File: src/rtl/dll_seq_pkg.sv
package dll_seq_pkg;

  typedef enum logic [2:0] {
    ST_OFF     = 3'd0,
    ST_LOCK    = 3'd1,
    ST_RUN     = 3'd2,
    ST_STOP    = 3'd3,
    ST_RESTART = 3'd4,
    ST_RESET   = 3'd5
  } seq_state_e;

  function automatic int max3(input int a, input int b, input int c);
    int m;
    m = (a > b) ? a : b;
    return (m > c) ? m : c;
  endfunction

  // Terminal count of the phase counter for each timed state.
  function automatic int phase_limit(input seq_state_e st, input int lock_c,
                                     input int restart_c, input int stop_c);
    case (st)
      ST_LOCK:            return lock_c - 1;
      ST_RESTART:         return restart_c - 1;
      ST_STOP, ST_RESET:  return stop_c - 1;
      default:            return 0;
    endcase
  endfunction

endpackage

File: src/rtl/dll_seq_counter.sv
module dll_seq_counter #(
  parameter int W = 4
) (
  input  logic         clk,
  input  logic         rst_n,
  input  logic         clr,
  input  logic         en,
  input  logic [W-1:0] limit,
  output logic [W-1:0] cnt,
  output logic         at_limit
);
  logic [W-1:0] cnt_q;

  always_ff @(posedge clk or negedge rst_n) begin
    if (!rst_n)                 cnt_q <= '0;
    else if (clr)               cnt_q <= '0;
    else if (en && !at_limit)   cnt_q <= cnt_q + {{(W-1){1'b0}}, 1'b1};
  end

  assign at_limit = (cnt_q == limit);
  assign cnt      = cnt_q;
endmodule

File: src/rtl/dll_seq_fsm.sv
module dll_seq_fsm
  import dll_seq_pkg::*;
(
  input  logic       clk,
  input  logic       rst_n,
  input  logic       pwr_good,
  input  logic       clk_stable,
  input  logic       freq_change,
  input  logic       stop_req,
  input  logic       phase_done,
  output seq_state_e state,
  output logic       state_change
);
  seq_state_e st_q, st_d;
  logic       dll_reset_cause;

  assign dll_reset_cause = !clk_stable || freq_change;

  always_comb begin
    st_d = st_q;
    case (st_q)
      ST_OFF:     if (pwr_good && clk_stable) st_d = ST_LOCK;
      ST_LOCK:    if (dll_reset_cause)        st_d = ST_RESET;
                  else if (phase_done)        st_d = ST_RUN;
      ST_RUN:     if (dll_reset_cause)        st_d = ST_RESET;
                  else if (stop_req)          st_d = ST_STOP;
      ST_STOP:    if (!stop_req && phase_done) st_d = ST_RESTART;
      ST_RESTART: if (dll_reset_cause)        st_d = ST_RESET;
                  else if (phase_done)        st_d = ST_RUN;
      ST_RESET:   if (clk_stable && phase_done) st_d = ST_LOCK;
      default:                                st_d = ST_OFF;
    endcase
    if (!pwr_good) st_d = ST_OFF;
  end

  always_ff @(posedge clk or negedge rst_n) begin
    if (!rst_n) st_q <= ST_OFF;
    else        st_q <= st_d;
  end

  assign state        = st_q;
  assign state_change = (st_d != st_q);
endmodule

File: src/rtl/dll_bringup_seq.sv
module dll_bringup_seq
  import dll_seq_pkg::*;
#(
  parameter int LOCK_CYCLES    = 2048,
  parameter int RESTART_CYCLES = 1024,
  parameter int ZQ_CYCLES      = 1024,
  parameter int STOP_CYCLES    = 2
) (
  input  logic clk,
  input  logic rst_n,
  input  logic pwr_good,
  input  logic clk_stable,
  input  logic freq_change,
  input  logic stop_req,
  input  logic cmd_valid,
  input  logic cmd_is_read,
  output logic dll_on,
  output logic ready,
  output logic read_ok,
  output logic clk_stop,
  output logic cmd_err
);
  localparam int PHASE_MAX = max3(LOCK_CYCLES, RESTART_CYCLES, STOP_CYCLES);
  localparam int PW        = $clog2(PHASE_MAX + 1);
  localparam int ZW        = $clog2(ZQ_CYCLES + 1);

  seq_state_e    state;
  logic          state_change;
  logic [PW-1:0] phase_lim, phase_cnt;
  logic          phase_done;
  logic [ZW-1:0] zq_cnt;
  logic          zq_done;
  logic          read_cmd, zq_count_en, early_cmd;
  logic          err_q;

  assign phase_lim = PW'(phase_limit(state, LOCK_CYCLES, RESTART_CYCLES, STOP_CYCLES));

  dll_seq_fsm u_fsm (
    .clk          (clk),
    .rst_n        (rst_n),
    .pwr_good     (pwr_good),
    .clk_stable   (clk_stable),
    .freq_change  (freq_change),
    .stop_req     (stop_req),
    .phase_done   (phase_done),
    .state        (state),
    .state_change (state_change)
  );

  dll_seq_counter #(.W(PW)) u_phase (
    .clk      (clk),
    .rst_n    (rst_n),
    .clr      (state_change),
    .en       (1'b1),
    .limit    (phase_lim),
    .cnt      (phase_cnt),
    .at_limit (phase_done)
  );

  // Impedance settling: non-read cycles while ready, restarted on power loss.
  assign read_cmd    = cmd_valid && cmd_is_read;
  assign zq_count_en = ready && !read_cmd;

  dll_seq_counter #(.W(ZW)) u_zq (
    .clk      (clk),
    .rst_n    (rst_n),
    .clr      (state == ST_OFF),
    .en       (zq_count_en),
    .limit    (ZW'(ZQ_CYCLES)),
    .cnt      (zq_cnt),
    .at_limit (zq_done)
  );

  assign dll_on   = (state != ST_OFF);
  assign ready    = (state == ST_RUN);
  assign clk_stop = (state == ST_STOP) || (state == ST_RESET);
  assign read_ok  = ready && zq_done;

  assign early_cmd = cmd_valid && (!ready || (cmd_is_read && !read_ok));

  always_ff @(posedge clk or negedge rst_n) begin
    if (!rst_n) err_q <= 1'b0;
    else        err_q <= err_q || early_cmd;
  end

  assign cmd_err = err_q;

  logic unused_cnt;
  assign unused_cnt = ^{phase_cnt, zq_cnt};
endmodule

File: config.mk
export PLATFORM = sky130hd
export DESIGN_NAME = dll_bringup_seq
export DESIGN_NICKNAME = d
export VERILOG_FILES = /design/src/rtl/dll_seq_pkg.sv /design/src/rtl/dll_seq_counter.sv /design/src/rtl/dll_seq_fsm.sv /design/src/rtl/dll_bringup_seq.sv
export SDC_FILE = /design/constraint.sdc
export NUM_CORES = 1
export LEC_CHECK = 0
export BUFFER_PORTS_ARGS = -buffer_cell sky130_fd_sc_hd__buf_2
export CAP_MARGIN = 20
export CORE_ASPECT_RATIO = 0.6
export CORE_UTILIZATION = 60
export DETAILED_ROUTE_END_ITERATION = 10
export HOLD_SLACK_MARGIN = 0.1
export PLACE_DENSITY = 0.87
export SETUP_SLACK_MARGIN = 0.3
export SLEW_MARGIN = 10
export SYNTH_ARGS = -nofsm -noshare
export SYNTH_HDL_FRONTEND = slang
export SYNTH_SLANG_ARGS = --single-unit
File: constraint.sdc
create_clock -name clk -period 3 [get_ports clk]
set_input_delay 0.15 -clock clk [delete_from_list [all_inputs] [get_ports clk]]
set_output_delay 0.15 -clock clk [all_outputs]
set_load 0.02 [all_outputs]
==> reports/results.tsv <==
metric	value	unit
Power Density	601	nW/um^2
max cap viols	0	
Min-Delay Path Class	primary input to flip-flop	
crit path capture type	flip-flop	
synthesized area	1960	sq um
fin nets	257	
worst hold slack	125	ps
post-DR wirelength/cell	15.0	um
Yosys top cell by area	dfrtp_1	
Placed Instances	282	
clock share of power	17.3	%
Worst R2R Start	u_fsm.state[1]$_DFF_PN0_	
Pre-antenna DRT Iters	5	
kind of critical path	flip-flop to flip-flop	
Seq cells post-synth	27	
Tightest Pin Transition	607	ps
status	finished, final reports clean	
synth unique cells	53	
Slew HR	58.5	%
Setup violations, final	0	
switching fraction of total power	44.7	%
Port Buf Inserts	12	
setup repair bufs after CTS	0	
largest net degree at the start of global routing	28	
RSZ-0062 raised after global routing	false	
Leak	0.802	nW
clock transition at the registers of the reported paths	100	ps
1st-iter DRT viols	240	
ANT cells	0	
Peak VDD IR	0.267	mV
Critical Path Source Type	flip-flop	
Hold Path Stages	2	
Async S/R FF share, synth	100	%
Register-to-Register Path Depth	6	
drt total wl	4300	um
Req. time, crit path	3210	ps
Post-CTS Resized	0	
core area	2980	sq um
Final Non-Filler Cells	287	
Routed Antenna Nets	0	
CTS Buf Count	3	
fmax	0.408	GHz
vias in the first global route	1497	
Internal	0.691	mW
antenna violations before repair	0	
Fin. Hold Viols	0	
Syn Nets	250	
vias post-DR	1851	
# rows	15	
Synth top area share	34.4	%
clk_skew	10.7	ps
total track usage	28.2	%
Max H-tree Level	1	
YS warnings	0	
drt drc	0	
GPL Wtd Cong	0.890	
via/cell ratio	6.45	
synthesized area per cell	8.22	sq um
Hold Path Sink	cmd_err$_DFF_PN0_	
combinational share of power	45.3	%
Finished Cell Area	2080	sq um
Post-synth top cells	dfrtp_1 (27), nand3_1 (23), nor2_1 (23)	
Post-synth EDFFs	0	
R2R Setup Slk	550	ps
cells after synthesis	239	
synth-to-layout area growth	5.73	%
Tmin final	2450	ps
Initial Util	65.8	%
sequential area share after synthesis	34.4	%
worst-skew pair later-pin latency	280	ps
Net Sw Power	0.557	mW
die span in x	75.9	um
TNS Setup	0	ps
Die Span Y	46.3	um
CP arrival	2660	ps
Slew Limit Fails	0	
Clock Sinks	27	
crit-path max FO	22	
top cells by area, synth	dfrtp_1 (34%), nand3_1 (5.9%), a21oi_1 (4.8%)	
Post-DP HPWL	3180	um
Synth Flop Type	dfrtp_1	
first-pass GRT wire length	7230	um
layout cell share with drive strength beyond 1	12.2	%
Critical R2R Capture	u_phase.cnt[9]$_DFFE_PN0P_	
Flop pwr share	37.4	%
CTS tree	done	
most frequent cell after synthesis	dfrtp_1	
boundary pin count	13	
hold path start	cmd_valid	
Clock Path Buffers	2	
part of the cycle the worst path needs	81.6	%
grt ovf	0	
root buf cell	clkbuf_8	
Cell Area, Placed	2020	sq um
die area	3510	sq um
==> power by group through the flow <==
| stage | Clock [mW] | Sequential, mW | Combinational, mW |
|---|---|---|---|
| CTS | 0.221 | 0.464 | 0.552 |
| floorplan | 0 | 0.408 | 0.509 |
| finish | 0.215 | 0.467 | 0.566 |
| detailed placement | 0 | 0.472 | 0.548 |
| global route | 0.231 | 0.474 | 0.627 |
| global placement | 0 | 0.469 | 0.546 |
==> layout make-up <==
class | count | area (sq um)
multi-input combinational | 191 | 1180
fill | 221 | 907
sequential | 27 | 676
timing repair buffer | 15 | 85.1
tap | 42 | 52.6
clock buffer | 3 | 41.3
inverter | 8 | 30.0
clock inverter | 1 | 7.51
==> worst max-delay path by stage <==
stage	from	endpoint	slack, ps	cells after the start
after CTS	u_fsm.state[1]$_DFF_PN0_	u_phase.cnt[9]$_DFFE_PN0P_	610	6
after floorplan	u_fsm.state[0]$_DFF_PN0_	u_zq.cnt[10]$_DFFE_PN0P_	1010	7
after global routing	u_fsm.state[1]$_DFF_PN0_	u_phase.cnt[6]$_DFFE_PN0P_	380	6
after detailed placement	u_fsm.state[1]$_DFF_PN0_	u_phase.cnt[9]$_DFFE_PN0P_	630	6
after global placement	u_fsm.state[1]$_DFF_PN0_	u_phase.cnt[8]$_DFFE_PN0P_	650	6
final	u_fsm.state[1]$_DFF_PN0_	u_phase.cnt[9]$_DFFE_PN0P_	550	6
==> repair_timing <==
action / in CTS / in global routing
endpoints found under the setup margin: 0 / 0
hold endpoints to repair: 27 / 0
hold buffers: 1 / 0
==> logic make-up after synthesis <==
family	after synthesis	share of synthesized area, %
AND/OR/NAND/NOR	124	34.3
AO/OA/AOI/OAI	54	19.6
flip-flops	27	34.4
buffers and inverters	21	5.29
XOR/XNOR	10	4.46
adder cells (fa/ha/maj)	3	1.91
==> cell usage in the layout, fill, tap and decap left out, drive strengths merged, types with 2 or more instances in the layout <==
cell type	netlist	layout
a21o	9	9
a21oi	20	20
and2	2	2
and3	4	4
and4	2	2
buf	9	14
clkbuf	4	3
dfrtp	27	27
ha	3	3
inv	8	8
nand2	22	22
nand2b	3	3
nand3	23	23
nand3b	2	2
nand4	10	10
nor2	23	23
nor2b	6	6
nor3	8	8
nor4	6	6
nor4bb	2	2
o211ai	3	3
o21ai	6	6
o31a	2	2
o31ai	2	2
o32ai	2	2
or3	4	4
or4	2	2
xnor2	6	6
xor2	4	4
==> through the flow <==
step / power [mW] / setup WS (ps) / utilization (%)
after floorplan: 0.917 / 1010 / -
after global placement: 1.02 / 650 / 67.6
after detailed placement: 1.02 / 627 / 67.6
after CTS: 1.24 / 614 / 69.6
after global routing: 1.33 / 380 / 69.6
final: 1.25 / 551 / 69.6
==> layer usage <==
layer  GRT usage (%)  wire (um)
met5               0          0
met4            5.56         29
met3            4.60        379
met2            37.2       1650
met1            46.7       2240
==> critical path, cell delays in order (launching register included) <==
cell and delay (ps):
dfrtp_1 740, nor4bb_1 160, nor3_2 570, and2_1 390
o32ai_2 140, buf_4 220, a21oi_1 150
==> registers in the layout, summed over array words and instances, names as in the netlist <==
register,cells
u_fsm.state,3
cmd_err,1
u_zq.cnt,11
u_phase.cnt,12
Power figures use the tool's default switching activity.
